## config.mk

```make
export PLATFORM = sky130hd
export DESIGN_NAME = mono_fb_unpacker
export DESIGN_NICKNAME = d
export VERILOG_FILES = /design/src/rtl/mfb_pkg.sv /design/src/rtl/mfb_bounds.sv /design/src/rtl/mfb_bitsrc.sv /design/src/rtl/mfb_store.sv /design/src/rtl/mono_fb_unpacker.sv
export SDC_FILE = /design/constraint.sdc
export NUM_CORES = 1
export LEC_CHECK = 0
export CAP_MARGIN = 20
export CORE_UTILIZATION = 55
export DETAILED_ROUTE_END_ITERATION = 10
export MAX_ROUTING_LAYER = met4
export PLACE_DENSITY = 0.77
export SLEW_MARGIN = 30
export SYNTH_ARGS = -nofsm -noshare
export SYNTH_HDL_FRONTEND = slang
export SYNTH_HIERARCHICAL = 1
export SYNTH_SLANG_ARGS = --single-unit
```

## constraint.sdc

```tcl
create_clock -name clk -period 4.7 [get_ports clk]
set_input_delay 0.94 -clock clk [delete_from_list [all_inputs] [get_ports clk]]
set_output_delay 0.94 -clock clk [all_outputs]
set_load 0.005 [all_outputs]
```

## src/rtl/mfb_pkg.sv

```systemverilog
package mfb_pkg;

    localparam int PIX_W   = 8;
    localparam int BRI_TOP = 255;

    typedef enum logic [2:0] {
        ST_IDLE,
        ST_UNPACK,
        ST_RESCALE,
        ST_DONE,
        ST_REJECT
    } mfb_state_e;

    // Requested brightness: 0 is lifted to 1, otherwise unchanged.
    function automatic logic [PIX_W-1:0] bri_limit(input logic [PIX_W-1:0] v);
        return (v == '0) ? PIX_W'(1) : v;
    endfunction

    // Shift a stored pixel by a signed delta, clamped to 1..255.
    function automatic logic [PIX_W-1:0] pix_shift(input logic [PIX_W-1:0] v,
                                                    input logic signed [PIX_W:0] d);
        logic signed [PIX_W+2:0] s;
        s = $signed({3'b000, v}) + d;
        if (s < 1)
            return PIX_W'(1);
        else if (s > BRI_TOP)
            return PIX_W'(BRI_TOP);
        else
            return s[PIX_W-1:0];
    endfunction

endpackage

```

## src/rtl/mfb_bounds.sv

```systemverilog
module mfb_bounds #(
    parameter int DISP_W = 5,
    parameter int DISP_H = 5,
    parameter int CW     = 8
) (
    input  logic [CW-1:0] x,
    input  logic [CW-1:0] y,
    input  logic [CW-1:0] w,
    input  logic [CW-1:0] h,
    input  logic [CW-1:0] pitch,
    output logic          reject,
    output logic          empty
);
    localparam logic [CW:0] LIM_W = (CW+1)'(DISP_W);
    localparam logic [CW:0] LIM_H = (CW+1)'(DISP_H);

    logic [CW:0] x_end;
    logic [CW:0] y_end;

    always_comb begin
        x_end  = {1'b0, x} + {1'b0, w};
        y_end  = {1'b0, y} + {1'b0, h};
        reject = ({1'b0, x} >= LIM_W) || ({1'b0, y} >= LIM_H) ||
                 (x_end > LIM_W) || (y_end > LIM_H) || (pitch < w);
        empty  = (w == '0) || (h == '0);
    end

endmodule

```

## src/rtl/mfb_bitsrc.sv

```systemverilog
module mfb_bitsrc (
    input  logic       clk,
    input  logic       rst_n,
    input  logic       flush,
    input  logic       load,
    input  logic [7:0] din,
    input  logic       take,
    output logic       have,
    output logic       cur_bit
);
    logic [7:0] byte_q;
    logic [2:0] idx_q;

    always_ff @(posedge clk) begin
        if (!rst_n) begin
            byte_q <= '0;
            idx_q  <= '0;
            have   <= 1'b0;
        end else if (flush) begin
            have  <= 1'b0;
            idx_q <= '0;
        end else if (load) begin
            byte_q <= din;
            idx_q  <= '0;
            have   <= 1'b1;
        end else if (take && have) begin
            idx_q <= idx_q + 3'd1;
            if (idx_q == 3'd7)
                have <= 1'b0;
        end
    end

    assign cur_bit = byte_q[idx_q];

    // a new byte only lands once the previous one is spent
    a_r3_load_when_empty: assert property (@(posedge clk) disable iff (!rst_n)
        load |-> !have);

    // the first bit used from a fresh byte is bit 0
    a_r3_lsb_first: assert property (@(posedge clk) disable iff (!rst_n)
        (load && !flush) |=> (have && idx_q == 3'd0));

endmodule

```

## src/rtl/mfb_store.sv

```systemverilog
module mfb_store #(
    parameter int DEPTH = 25,
    parameter int AW    = 5
) (
    input  logic          clk,
    input  logic          rst_n,
    input  logic          we,
    input  logic [AW-1:0] waddr,
    input  logic [7:0]    wdata,
    input  logic [AW-1:0] raddr,
    output logic [7:0]    rdata
);
    logic [7:0] mem [DEPTH];

    always_ff @(posedge clk) begin
        if (!rst_n) begin
            for (int i = 0; i < DEPTH; i++)
                mem[i] <= '0;
        end else if (we) begin
            mem[waddr] <= wdata;
        end
    end

    assign rdata = (int'(raddr) < DEPTH) ? mem[raddr] : 8'd0;

    // every write lands inside the display
    a_r5_addr_in_range: assert property (@(posedge clk) disable iff (!rst_n)
        we |-> (int'(waddr) < DEPTH));

endmodule

```

## src/rtl/mono_fb_unpacker.sv

```systemverilog
module mono_fb_unpacker #(
    parameter int DISP_W = 5,
    parameter int DISP_H = 5,
    parameter int CW     = 8,
    localparam int DEPTH = DISP_W * DISP_H,
    localparam int AW    = (DEPTH > 1) ? $clog2(DEPTH) : 1
) (
    input  logic          clk,
    input  logic          rst_n,
    input  logic          wr_start,
    input  logic [CW-1:0] wr_x,
    input  logic [CW-1:0] wr_y,
    input  logic [CW-1:0] wr_w,
    input  logic [CW-1:0] wr_h,
    input  logic [CW-1:0] wr_pitch,
    input  logic          in_valid,
    input  logic [7:0]    in_data,
    output logic          in_ready,
    input  logic          bri_req,
    input  logic [7:0]    bri_val,
    output logic          busy,
    output logic          wr_done,
    output logic          wr_err,
    output logic          fs_we,
    output logic [AW-1:0] fs_addr,
    output logic [7:0]    fs_data
);
    import mfb_pkg::*;

    localparam logic [AW-1:0] LAST_ADDR = AW'(DEPTH - 1);
    localparam logic [AW-1:0] ROW_STEP  = AW'(DISP_W);

    mfb_state_e state, next_state;

    logic [CW-1:0]      w_q, h_q, p_q, col_q, row_q;
    logic [AW-1:0]      base_q, scan_q;
    logic [7:0]         cur_bri;
    logic signed [8:0]  delta_q;

    logic               bad, empty;
    logic               have, cur_bit, take, load, flush;
    logic               last_pix, row_end, in_rect;
    logic [7:0]         bri_new;
    logic signed [8:0]  delta_new;
    logic [AW-1:0]      start_base;
    logic [7:0]         rd_data;

    mfb_bounds #(.DISP_W(DISP_W), .DISP_H(DISP_H), .CW(CW)) u_bounds (
        .x(wr_x), .y(wr_y), .w(wr_w), .h(wr_h), .pitch(wr_pitch),
        .reject(bad), .empty(empty)
    );

    mfb_bitsrc u_bitsrc (
        .clk(clk), .rst_n(rst_n), .flush(flush), .load(load),
        .din(in_data), .take(take), .have(have), .cur_bit(cur_bit)
    );

    mfb_store #(.DEPTH(DEPTH), .AW(AW)) u_store (
        .clk(clk), .rst_n(rst_n), .we(fs_we), .waddr(fs_addr),
        .wdata(fs_data), .raddr(scan_q), .rdata(rd_data)
    );

    // Walk decode
    always_comb begin
        in_ready   = (state == ST_UNPACK) && !have;
        load       = in_valid && in_ready;
        take       = (state == ST_UNPACK) && have;
        flush      = (state == ST_IDLE);
        in_rect    = (col_q < w_q);
        row_end    = (col_q == p_q - CW'(1));
        last_pix   = (row_q == h_q - CW'(1)) && (col_q == w_q - CW'(1));
        bri_new    = bri_limit(bri_val);
        delta_new  = $signed({1'b0, bri_new}) - $signed({1'b0, cur_bri});
        start_base = AW'(int'(wr_y) * DISP_W + int'(wr_x));
    end

    // State register
    always_ff @(posedge clk) begin
        if (!rst_n)
            state <= ST_IDLE;
        else
            state <= next_state;
    end

    // Transitions
    always_comb begin
        next_state = state;
        unique case (state)
            ST_IDLE: begin
                if (wr_start) begin
                    if (bad)
                        next_state = ST_REJECT;
                    else if (empty)
                        next_state = ST_DONE;
                    else
                        next_state = ST_UNPACK;
                end else if (bri_req) begin
                    next_state = ST_RESCALE;
                end
            end
            ST_UNPACK:  if (take && last_pix) next_state = ST_DONE;
            ST_RESCALE: if (scan_q == LAST_ADDR) next_state = ST_IDLE;
            ST_DONE:    next_state = ST_IDLE;
            ST_REJECT:  next_state = ST_IDLE;
            default:    next_state = ST_IDLE;
        endcase
    end

    // Walk counters and brightness
    always_ff @(posedge clk) begin
        if (!rst_n) begin
            w_q     <= '0;
            h_q     <= '0;
            p_q     <= '0;
            col_q   <= '0;
            row_q   <= '0;
            base_q  <= '0;
            scan_q  <= '0;
            cur_bri <= 8'(BRI_TOP);
            delta_q <= '0;
        end else begin
            unique case (state)
                ST_IDLE: begin
                    if (wr_start) begin
                        if (!bad) begin
                            w_q    <= wr_w;
                            h_q    <= wr_h;
                            p_q    <= wr_pitch;
                            col_q  <= '0;
                            row_q  <= '0;
                            base_q <= start_base;
                        end
                    end else if (bri_req) begin
                        cur_bri <= bri_new;
                        delta_q <= delta_new;
                        scan_q  <= '0;
                    end
                end
                ST_UNPACK: begin
                    if (take && !last_pix) begin
                        if (row_end) begin
                            col_q  <= '0;
                            row_q  <= row_q + CW'(1);
                            base_q <= base_q + ROW_STEP;
                        end else begin
                            col_q <= col_q + CW'(1);
                        end
                    end
                end
                ST_RESCALE: scan_q <= scan_q + AW'(1);
                default: ;
            endcase
        end
    end

    // Outputs
    always_comb begin
        fs_we   = 1'b0;
        fs_addr = base_q + AW'(col_q);
        fs_data = '0;
        busy    = (state != ST_IDLE);
        wr_done = (state == ST_DONE);
        wr_err  = (state == ST_REJECT);
        unique case (state)
            ST_UNPACK: begin
                fs_we   = take && in_rect;
                fs_addr = base_q + AW'(col_q);
                fs_data = cur_bit ? cur_bri : 8'd0;
            end
            ST_RESCALE: begin
                fs_we   = (rd_data != 8'd0);
                fs_addr = scan_q;
                fs_data = pix_shift(rd_data, delta_q);
            end
            default: ;
        endcase
    end

    // a refused start yields an error pulse and no store write
    a_r1_reject_pulse: assert property (@(posedge clk) disable iff (!rst_n)
        (state == ST_IDLE && wr_start && bad) |=> (wr_err && !fs_we && !in_ready));

    // done lasts one cycle
    a_r6_done_single: assert property (@(posedge clk) disable iff (!rst_n)
        wr_done |=> !wr_done);

    // unpacked pixels are either dark or at the current brightness
    a_r5_pixel_value: assert property (@(posedge clk) disable iff (!rst_n)
        (state == ST_UNPACK && fs_we) |-> (fs_data == 8'd0 || fs_data == cur_bri));

    // brightness never reaches zero
    a_r7_bri_nonzero: assert property (@(posedge clk) disable iff (!rst_n)
        cur_bri != 8'd0);

    // rescaled pixels stay lit
    a_r8_rescale_lit: assert property (@(posedge clk) disable iff (!rst_n)
        (state == ST_RESCALE && fs_we) |-> (fs_data != 8'd0));

    // no byte accepted outside unpacking
    a_r9_no_bytes_idle_scan: assert property (@(posedge clk) disable iff (!rst_n)
        (state != ST_UNPACK) |-> !in_ready);

    // brightness held while busy
    a_r9_bri_held: assert property (@(posedge clk) disable iff (!rst_n)
        (state != ST_IDLE) |=> $stable(cur_bri));

endmodule

```

Word-level counts from Yosys, hierarchy flattened
Memories as Yosys holds them, arrays and structs flattened. A register that Yosys moved wholly into a read port is not among the register bits.
Cells that the tools add are included.
W data, S select, Z words.
{"block": "word_totals", "reg_bits": 82, "memories": 1, "out_inout_bits": 18, "mem_bits_rw": 200, "in_bits": 61, "elab_cells": 142}
{"block": "op_classes", "n_addsub": 14, "muxes": 45, "n_eq_ne": 18, "bitwise": 4, "n_reduce_logical": 36, "mul": 1, "order_cmp": 10}
{"name": "u_store.mem", "depth": 25, "width": 8, "rd": 1, "rd_ports_with_merged_regs": 1, "write_ports": 25, "line": "mfb_store.sv:13", "rtl": "logic [7:0] mem [DEPTH];"}
{"operator": "$mux W8", "n": 12}
{"operator": "$mux W5", "n": 10}
{"operator": "$pmux W8 S2", "n": 3}
{"operator": "$eq A8 B8 Y1", "n": 3}
{"operator": "$logic_not A8 Y1", "n": 3}
{"operator": "$sub A8 B1 Y8 const B", "n": 3}
{"operator": "$pmux W5 S2", "n": 2}
{"operator": "$add A8 B8 Y9", "n": 2}
{"operator": "$gt A9 B3 Y1 const B", "n": 2}
{"operator": "$add A8 B1 Y8 const B", "n": 2}
{"operator": "$ge A8 B3 Y1 const B", "n": 2}
{"operator": "$lt A8 B8 Y1", "n": 2}
{"operator": "$mux W3", "n": 5}
{"operator": "$ne A2 B2 Y1 const B", "n": 6}
{"operator": "$reduce_and A3 Y1", "n": 4}
{"operator": "$add A5 B5 Y5", "n": 2}
{"operator": "$add A9 B9 Y10", "n": 1}
{"operator": "$gt A10 B9 Y1 const B", "n": 1}
{"operator": "$lt A10 B2 Y1 const B", "n": 1}
{"operator": "$mux W1", "n": 9}
{"operator": "$pmux W3 S3", "n": 1}
{"operator": "$sub A8 B8 Y9", "n": 1}
{"operator": "$logic_and A1 B1 Y1", "n": 8}
{"operator": "$mul A8 B3 Y5 const B", "n": 1}
{"operator": "other kinds (27)", "n": 42}

Logic depth before layout (Yosys ltp)
Gate-level depths: netlist (run 1).
{"block": "depth", "word_depth": 9, "mapped_depth": 18}

Cells and area by module
Netlist (run 1), hierarchy kept.
{"module": "mfb_store", "area_each_um2": 9447.8, "cells_per_inst": 716, "instances": 1, "seq_area_each_um2": 6005.8}
{"module": "mono_fb_unpacker", "area_each_um2": 5322.6, "cells_per_inst": 673, "instances": 1, "seq_area_each_um2": 1401.3}
{"module": "mfb_bounds", "area_each_um2": 930.9, "cells_per_inst": 132, "instances": 1, "seq_area_each_um2": 0.0}
{"module": "mfb_bitsrc", "area_each_um2": 539.3, "cells_per_inst": 48, "instances": 1, "seq_area_each_um2": 240.2}

Worst setup path before layout (run 1)
No wires, ideal clock.
{"block": "synth_path", "path_kind": "reg-to-output", "start": "register scan_q[0]", "end": "output fs_data[0]", "slack_ps": 45, "path_buffers": 3, "arrival_time_ps": 3715, "stages_incl_launch_ff": 16, "cell_sequence": "dfxtp_1 -> buf_2 -> buf_4 -> buf_6 -> mux2i_1 -> a22oi_1 -> nand3_1 -> nand4_1 -> ha_1 -> fa_1 -> xor2_1 -> or3_1 -> or3_1 -> or4_1 -> nor4b_1 -> o21ai_0"}
{"block": "synth_via", "elab_chain_len": 7, "elab_cells_between_ends": 8, "cone_classes": "add/sub (1); order compare (3); mux (4)"}
{"element": "start, declared", "line": "mono_fb_unpacker.sv:36", "rtl": "logic [AW-1:0] base_q, scan_q;"}
{"element": "start signal, assigned", "line": "mono_fb_unpacker.sv:150", "rtl": "ST_RESCALE: scan_q <= scan_q + AW'(1);"}
{"element": "$lt A5 B5 Y1 (*)", "line": "mfb_store.sv:24", "rtl": "assign rdata = (int'(raddr) < DEPTH) ? mem[raddr] : 8'd0;"}
{"element": "$mux W8 (*)", "line": "mfb_store.sv:24"}
{"element": "net rd_data[0]", "line": "mono_fb_unpacker.sv:46", "rtl": "logic [7:0] rd_data;"}
{"element": "$add A9 B9 Y10 (*)", "line": "mfb_pkg.sv:23", "rtl": "s = $signed({3'b000, v}) + d;"}
{"element": "$gt A10 B9 Y1", "line": "mfb_pkg.sv:26", "rtl": "else if (s > BRI_TOP)"}
{"element": "$mux W8", "line": "mfb_pkg.sv:26"}
{"element": "$mux W8 (*)", "line": "mfb_pkg.sv:24", "rtl": "if (s < 1)"}
{"element": "$pmux W8 S2 (*)", "line": "mono_fb_unpacker.sv:164", "rtl": "unique case (state)"}
{"element": "end, declared", "line": "mono_fb_unpacker.sv:26", "rtl": "output logic [7:0] fs_data"}
The timed path passes the listed nets; every way through them passes the cells marked *.

Worst setup path in the final report (run 1)
{"block": "layout_path", "start": "register scan_q[0]", "end": "output fs_data[1]"}
The elaborated chain is that of the path after synthesis.

==> results of run 1 <==
-- registers in the layout (all words and copies together), names as in the netlist --
name             cells
u_bitsrc/idx_q       3
u_bitsrc/byte_q      8
cur_bri              8
row_q                8
w_q                  8
scan_q               5
base_q               5
h_q                  8
u_store/mem        200
delta_q              9
state                3
col_q                8
u_bitsrc/have        1
p_q                  8
-- path summary, 6_finish.rpt --
path	from	endpoint	slack, ns
worst max-delay path	scan_q[0]	fs_data[1]	-0.72
worst min-delay path	h_q[7]	h_q[7]	0.47
worst max register to register	scan_q[0]	u_store/mem[20][4]	0.18
worst min register to register	h_q[7]	h_q[7]	0.47
-- repair_timing --
action / 4_1_cts / 5_1_grt
resized for setup: 57 / 68
setup endpoints to repair: 8 / 9
gates cloned: 2 / 1
pin swaps: 39 / 44
buffers inserted: 30 / 24
-- metal layers --
metal	GRT usage [%]	vias to the layer above
met1	34.4	6277
met4	10.2	0
met3	4.10	111
met5	-	-
met2	48.5	494
li1	-	6038
-- kinds of logic after synthesis --
group           synth area share, %
simple gates                   20.7
compound gates                 11.8
flops                          47.1
buf+inv                        4.28
mux                            7.11
fa+ha+maj                      6.18
xor+xnor                       2.86
-- cell usage in the layout, fill, tap and decap left out, drive strengths merged, types with 8 or more instances in the layout --
master         count
xnor2             33
o21ai             53
nand4             18
a211oi            14
nand3             49
and2             205
buf              172
inv               66
clkbuf            42
nor2b             19
nor3b              8
edfxtp           200
nor3              22
a22oi             47
clkdlybuf4s50     69
dfxtp             82
mux2i            109
nor2              76
nand2b             9
nor4              15
or3               20
a21o               9
a21oi             80
ha                69
xor2              20
o211ai            16
nand2            135
and3               8
-- tightest hold or removal path, cell delays in order (launching register included) --
cell and delay [ns]:
sky130_fd_sc_hd__dfxtp_1 0.32, sky130_fd_sc_hd__nand2_1 0.05, sky130_fd_sc_hd__a21oi_1 0.05
-- stage by stage --
| step | TNS (ns) | std cells | hold slack [ns] |
|---|---|---|---|
| 6_report | -3.29 | 2159 | 0.472 |
| 5_1_grt | -4.55 | 2159 | 0.499 |
| 4_1_cts | -2.86 | 2137 | 0.473 |
| 3_5_place_dp | -0.894 | 2051 | 0.465 |
| 3_3_place_gp | -0.678 | 2051 | 0.462 |
| 2_1_floorplan | 0 | 1569 | 0.436 |
-- final cells by class --
class / instances / share of cell area [%]
multi-input cells: 1133 / 41.7
clock inverters: 13 / 0.500
repair buffers: 242 / 11.3
well taps: 384 / 2.43
clock buffers: 41 / 4.10
inverters: 64 / 1.22
flip-flops and latches: 282 / 38.7
-- power groups by stage --
stage	Combinational (mW)	Sequential, mW	Clock, mW
after detailed placement	0.822	2.82	0
after global routing	1.07	2.78	2.33
after global placement	0.801	2.82	0
after CTS	0.902	2.77	2.24
final	1.00	2.77	2.21
after floorplan	0.478	2.80	0
==> results.md, run 1 <==
- The worst-case reg-to-reg path depth is 19.
- The cell sitting at the root of the clock tree is a sky130_fd_sc_hd__clkbuf_16.
- The sequential power share is 46.3%.
- Internal power comes to 4.45 mW.
- The number of antenna diodes in the final layout is 0.
- The total length of routed met3 wires is 2.54 mm.
- At the end of routability-driven placement, the weighted congestion stood at 0.960.
- The die area is 0.0302 mm².
- Net switching is 25.7% of the power.
- The synthesized design devotes to its leading area cell type 37.0% of total area.
- The fmax is 185 MHz.
- The remaining number of nets flagged by the antenna check after routing is 0.
- Among all cell types in the netlist, the one instantiated most often is sky130_fd_sc_hd__and2_1.
- Setup repair after global routing could not meet its margin everywhere.
- In the detailed route, the total length drawn on met2 is 21.2 mm.
- Data on the critical path arrives at its endpoint at 4.48 ns.
- The final core utilization is 68.5%.
- The wire length per cell after detailed routing is 19.7 µm.
- The count of H-tree levels built during CTS is 1.
- Synthesis produced a netlist with a net count of 1706.
- The core region is 0.0289 mm².
- After detailed routing, the total wire length is 42.6 mm.
- The clock network burns 37.0% of the power.
- Traced cell by cell, the critical path runs through buf_6 -> buf_12 -> buf_12 -> mux2i_2 -> a22oi_1 -> nand3_1 -> nand4_1 -> ha_4 -> buf_6 -> nand3_2 -> o211ai_1 -> nor2_1 -> xnor2_1 -> or4_4 -> nor2b_4 -> a221o_1 -> buf_2.
- The via density per instance is 5.98.
- The via total after detailed routing is 12920.
- The headroom to the max-slew limit is 43.8%.
- The async set-or-reset flop fraction in the synthesized netlist is 0%.
- The final reports fail on negative setup slack.
- The path class of the lowest-slack min-delay path is flop to flop.
- TritonCTS built the clock tree.
- The average instance area after synthesis is 10.4 µm².
- The deepest clock path buffer count is 3.
- For this configuration, the core starts out at a cell density of 56.3%.
- The final worst-path cycle share is 115%.
- The completed layout was analyzed and its total power is 5.99 mW.
- Of the total power, combinational logic draws 16.7%.
- The number of max-slew violations in the final report is 0.
- The sequential fraction of the synthesis area is 47.1%.
- The die width is 174 µm.
- The count of endpoints failing setup in the final report is 9.
- The number of clock sinks is 282.
- The setup path with the least slack is of type flop to output port.
- At the pin with the least slew margin, the transition time is 0.841 ns.
- The footprint of the flip-flops and latches is 0.00765 mm².
- For this run, the post-layout net count is 1889.
- The register clock-pin slew on the reported worst setup and hold paths is 0.06 ns.
- Synthesis inferred 282 register bits.
- The shortest clock period the worst path allows after layout is 5.42 ns.
- The first detailed-routing pass took 5 iterations.
- During placement, the flow inserted port buffers numbering 78.
- The layout filler cell count is 2125.
- Across every metal layer, demand over resource in global routing totals 28.5%.
- The clock network latency to the later pin of the worst-skew pair is 0.56 ns.
- Pin placement for this block handled 79 I/O pins.
- The final worst setup slack is -0.717 ns.
- Data on the critical path is required at its endpoint by 3.76 ns.
- By count the netlist is led by sky130_fd_sc_hd__and2_1, sky130_fd_sc_hd__edfxtp_1, sky130_fd_sc_hd__nand2_1.
- The number of antenna violations at the first check in global routing is 0.
- After clock tree synthesis, the flow added hold-fix buffers numbering 0.
- Among all stages on the critical path, the largest delay is contributed by sky130_fd_sc_hd__or4_4.
- The floorplan step set the die height to 174 µm.
- Entering global routing, the biggest net connects 39 pins.
- The flip-flop cell with the highest count after synthesis is sky130_fd_sc_hd__edfxtp_1.
- The analysis attributes to cell leakage a power of 7.55 nW.
- For this run, design rule violations remaining after detail routing come to 0.
- The post-route netlist has 17.6% of its cells at a drive strength greater than 1.
- The post-synthesis cell type count is 89.
- For this design the total switching power over the nets is 1.54 mW.
- The highest net fanout along the worst path is 7.
- Together, buffers and inverters on the worst path number 5.
- The gate count of the mapped netlist is 1569.
- The final hold violation count is 0.
- The initial detailed-routing violation count is 1048.
- For this block, wires on met1 add up to 17.2 mm.
- The number of synthesized flops with an enable pin is 200.
- The cell taking the most area after synthesis is sky130_fd_sc_hd__edfxtp_1.
- The total overflow left after global routing is 0.
- The post-synthesis cell area is 0.0162 mm².
- The first global-routing pass estimated 66.2 mm of wire.
- The maximum clock skew at final layout is 0.0111 ns.
- The number of global-route vias before repair was 12627.
- STA classifies the critical path startpoint as a flop.
- The setup slack at placement is -0.305 ns.
- In this run, CTS created clock tree buffers numbering 29.
- The area of all placed cells without fillers is 0.0198 mm².
- In this run the number of cells on the critical path is 17.
- The area of the multi-input gates is 0.00824 mm².
- The detailed placer's ending HPWL is 29.4 mm.
- The largest incremental delay on the critical path is 0.55 ns.
- The capturing element type of the critical path is an output port.
- The power density over cell area is 303 mW/mm².
- The peak supply drop is 303 µV.
- After synthesis, the cell types taking the most area are sky130_fd_sc_hd__edfxtp_1, sky130_fd_sc_hd__dfxtp_1, sky130_fd_sc_hd__and2_1, sky130_fd_sc_hd__mux2i_1, sky130_fd_sc_hd__ha_1.
- The highest layer used for signal routing is met4.
- The top cell family by delay on the critical path is simple AND/OR/NAND/NOR gates.
- Summing all placed instances gives a cell area of 0.0180 mm².
- The cell count of the worst hold path is 2.
- The number of rows created at floorplan is 62.
- The area growth from synthesis to final layout is 21.7%.
- The flow ran to the end, but the final reports show violations.
- For this run, the number of Yosys warnings is 6.
- Across the run, the number of max-cap violations was 0.
Note: power is estimated with default switching activity, not from simulation.
==> run 2: changes to the inputs <==
- CELL_PAD_IN_SITES_DETAIL_PLACEMENT: not set -> 1
- CELL_PAD_IN_SITES_GLOBAL_PLACEMENT: not set -> 1
- CORE_UTILIZATION: 55 -> 44
- PLACE_DENSITY: 0.77 -> not set
- PLACE_DENSITY_LB_ADDON: not set -> 0.1
==> results.md, run 2 (synthesized netlist as in run 1, its figures left out) <==
- Run status: finished, violations left (unchanged).
- Failing checks: negative setup slack (unchanged).
- The number of clock sinks is 282 (unchanged).
- In this design, the critical path's most frequently occurring cell is sky130_fd_sc_hd__buf_12.
- The required time at the worst-slack endpoint is 3.76 ns (about the same).
- The layout cell share with drive strength beyond 1 was 16.1% (was 17.6%).
- The number of flip-flops under the largest register name is 200 (unchanged).
- The leading cell type in the layout, fill and taps excluded is sky130_fd_sc_hd__and2_1 (unchanged).
- The count of endpoints failing setup in the final report was 6 (was 9).
- The top cell family by delay on the critical path is simple AND/OR/NAND/NOR gates (unchanged).
- The routability congestion estimate is 0.907 (was 0.960).
- The detailed placer's ending HPWL is 35.0 mm (was 29.4 mm).
- Commonest non-fill, non-tap cells in the layout: sky130_fd_sc_hd__and2_1, sky130_fd_sc_hd__edfxtp_1, sky130_fd_sc_hd__buf_4, sky130_fd_sc_hd__nand2_1, sky130_fd_sc_hd__mux2i_1 (was sky130_fd_sc_hd__and2_1, sky130_fd_sc_hd__edfxtp_1, sky130_fd_sc_hd__nand2_1, sky130_fd_sc_hd__buf_4, sky130_fd_sc_hd__mux2i_1).
- The share of total power consumed by net switching came to 25.5% (was 25.7%).
- The number of max-slew violations in the final report is 0 (unchanged).
- The clock network latency to the later pin of the worst-skew pair is 0.54 ns (was 0.56 ns).
- The highest net fanout along the worst path is 8 (was 7).
- The die area is 0.0377 mm² (was 0.0302 mm²).
- The starting utilization of the core area was 44.6% (was 56.3%).
- The largest register by flop count was u_store/mem (unchanged).
- The maximum number of pins on one net before global-route repair came to 35 (was 39).
- The final routed DRC violation total is 0 (unchanged).
- The headroom to the max-slew limit is 38.4% (was 43.8%).
- The shortest clock period the worst path allows after layout is 5.28 ns (was 5.42 ns).
- The master cell of the clock root buffer is sky130_fd_sc_hd__clkbuf_16 (unchanged).
- The wire length of the first global-routing pass was 74.3 mm (was 66.2 mm).
- The number of global-route vias before repair is 13164 (was 12627).
- The placed instance area was 0.0182 mm² (was 0.0180 mm²).
- The net count reported at finish is 1883 (was 1889).
- The start-to-end type of the worst setup path is flop to output port (unchanged).
- The launching element type of the critical path is a flop (unchanged).
- The maximum clock skew at final layout is 0.0133 ns (was 0.0111 ns).
- The initial detailed-routing violation count is 612 (was 1048).
- The switching component of the power came to 1.62 mW (was 1.54 mW).
- The number of antenna violations at the first check in global routing is 2 (was 0).
- The area of all placed cells without fillers is 0.0197 mm² (was 0.0198 mm²).
- The number of buffers and inverters on the critical path is 5 (unchanged).
- The sequential power share is 43.7% (was 46.3%).
- The deepest clock path buffer count is 3 (unchanged).
- The cell leakage power was 7.51 nW (was 7.55 nW).
- The path class of the lowest-slack min-delay path is flop to flop (unchanged).
- The wire length per cell after detailed routing came to 21.5 µm (was 19.7 µm).
- The endpoint arrival time on the critical path is 4.34 ns (was 4.48 ns).
- The final hold violation count is 0 (unchanged).
- The I/O pin count is 79 (unchanged).
- The share of power burned in combinational logic is 15.2% (was 16.7%).
- The layout filler cell count is 3939 (was 2125).
- The number of CTS-inserted buffers is 34 (was 29).
- The overall fraction of global-route tracks in use came to 26.4% (was 28.5%).
- The share of power burned in the clock network is 41.0% (was 37.0%).
- The footprint of the flip-flops and latches was 0.00765 mm² (about the same).
- The via density per instance came to 5.59 (was 5.98).
- The number of rows created at floorplan is 70 (was 62).
- The slowest cell on the critical path is sky130_fd_sc_hd__or4_4 (unchanged).
- The power density over cell area is 321 mW/mm² (was 303 mW/mm²).
- The remaining number of nets flagged by the antenna check after routing came to 0 (unchanged).
- Critical path, cell by cell: buf_12 -> buf_12 -> buf_6 -> mux2i_1 -> a21oi_1 -> nand3_1 -> nand4_1 -> ha_1 -> a21oi_2 -> o211ai_1 -> buf_4 -> o41ai_4 -> xnor2_1 -> or4_4 -> nor2b_4 -> a221o_1 -> buf_2 (was buf_6 -> buf_12 -> buf_12 -> mux2i_2 -> a22oi_1 -> nand3_1 -> nand4_1 -> ha_4 -> buf_6 -> nand3_2 -> o211ai_1 -> nor2_1 -> xnor2_1 -> or4_4 -> nor2b_4 -> a221o_1 -> buf_2).
- The register-to-register path setup slack was 0.12 ns (was 0.18 ns).
- The peak supply drop is 233 µV (was 303 µV).
- The final sum of negative setup slack is -1.91 ns (was -3.29 ns).
- The non-filler instance count after layout is 2238 (was 2159).
- The overall routed net length was 48.1 mm (was 42.6 mm).
- The via total after detailed routing came to 12520 (was 12920).
- The count of H-tree levels built during CTS is 2 (was 1).
- The transition time at the pin with the least slew margin is 0.923 ns (was 0.841 ns).
- The number of optimization iterations in the first detailed-route pass is 5 (unchanged).
- The CTS tree is done (unchanged).
- The capturing element type of the critical path is an output port (unchanged).
- The cell-internal power is 4.72 mW (was 4.45 mW).
- RSZ-0062 raised after global routing: yes (unchanged).
- The area growth from synthesis to final layout is 21.4% (was 21.7%).
- Largest registers ranked by flip-flop count: u_store/mem: 200 flops, delta_q: 9 flops (unchanged).
- The number of maximum-capacitance violations was 0 (unchanged).
- The core region area is 0.0364 mm² (was 0.0289 mm²).
- The die boundary height is 194 µm (was 174 µm).
- The number of buffers added on ports is 78 (unchanged).
- The final worst setup slack was -0.576 ns (was -0.717 ns).
- The area of the multi-input gates is 0.00812 mm² (was 0.00824 mm²).
- The final global-route overflow total was 0 (unchanged).
- The largest incremental delay on the critical path is 0.53 ns (was 0.55 ns).
- The post-placement cell count came to 2147 (was 2051).
- The register clock-pin slew on the reported worst setup and hold paths is 0.06 ns (about the same).
- The final worst-path cycle share came to 112% (was 115%).
- The die width is 194 µm (was 174 µm).
- The fmax is 190 MHz (was 185 MHz).
==> run 2: power by group through the flow <==
stage	combinational (mW)	sequential [mW]	clock (mW)
global route	1.04	2.78	2.73
CTS	0.927	2.77	2.65
detailed placement	0.877	2.82	0
global placement	0.854	2.82	0
finish	0.966	2.77	2.60
floorplan	0.478	2.80	0
==> run 2: worst reg2reg max path: cells and delay by family, from the launching register on <==
family,cells,cell delay [ns]
AND/OR/NAND/NOR,5,1.27
buffers and inverters,7,1.04
AO/OA/AOI/OAI,5,0.94
flip-flops,1,0.40
adder cells (fa/ha/maj),1,0.37
multiplexers,1,0.19
XOR/XNOR,1,0.12
==> run 2: metal layers <==
metal  vias up  GRT usage (%)  routed length [µm]
met5         -              -                   0
met3        84           3.43                1390
met4         0           9.91                1430
met1      6204           29.5               19800
li1       6028              -                   -
met2       204           47.9               25500
==> run 2: final cells by class <==
class,instances,share of cell area (%)
timing repair buffer,231,10.3
sequential,282,38.8
multi-input combinational,1133,41.2
tap,468,2.97
clock buffer,44,4.70
antenna,1,0.0127
inverter,64,1.22
clock inverter,15,0.787
==> run 2: worst paths after layout <==
check             startpoint                 to  depth (start not counted)
setup / recovery   scan_q[0]         fs_data[1]                         17
hold / removal        p_q[7]             p_q[7]                          2
setup reg to reg   scan_q[0]  u_store/mem[9][1]                         20
hold reg to reg       p_q[7]             p_q[7]                          2
==> run 2: repair_timing <==
action	4_1_cts	5_1_grt
gates cloned	0	1
pin swaps	20	17
hold buffers	0	0
gates resized for setup	33	39
buffers inserted	21	14
setup endpoints to repair	8	9
==> run 2: per-stage QoR <==
step	hold slack, ns	worst slack, ns	utilization (%)	total power [mW]
6_report	0.466	-0.576	54.1	6.34
5_1_grt	0.490	-0.709	54.1	6.54
4_1_cts	0.467	-0.611	53.5	6.34
3_5_place_dp	0.460	-0.361	49.9	3.70
3_3_place_gp	0.462	-0.293	49.9	3.67
2_1_floorplan	0.436	0.0446	-	3.28
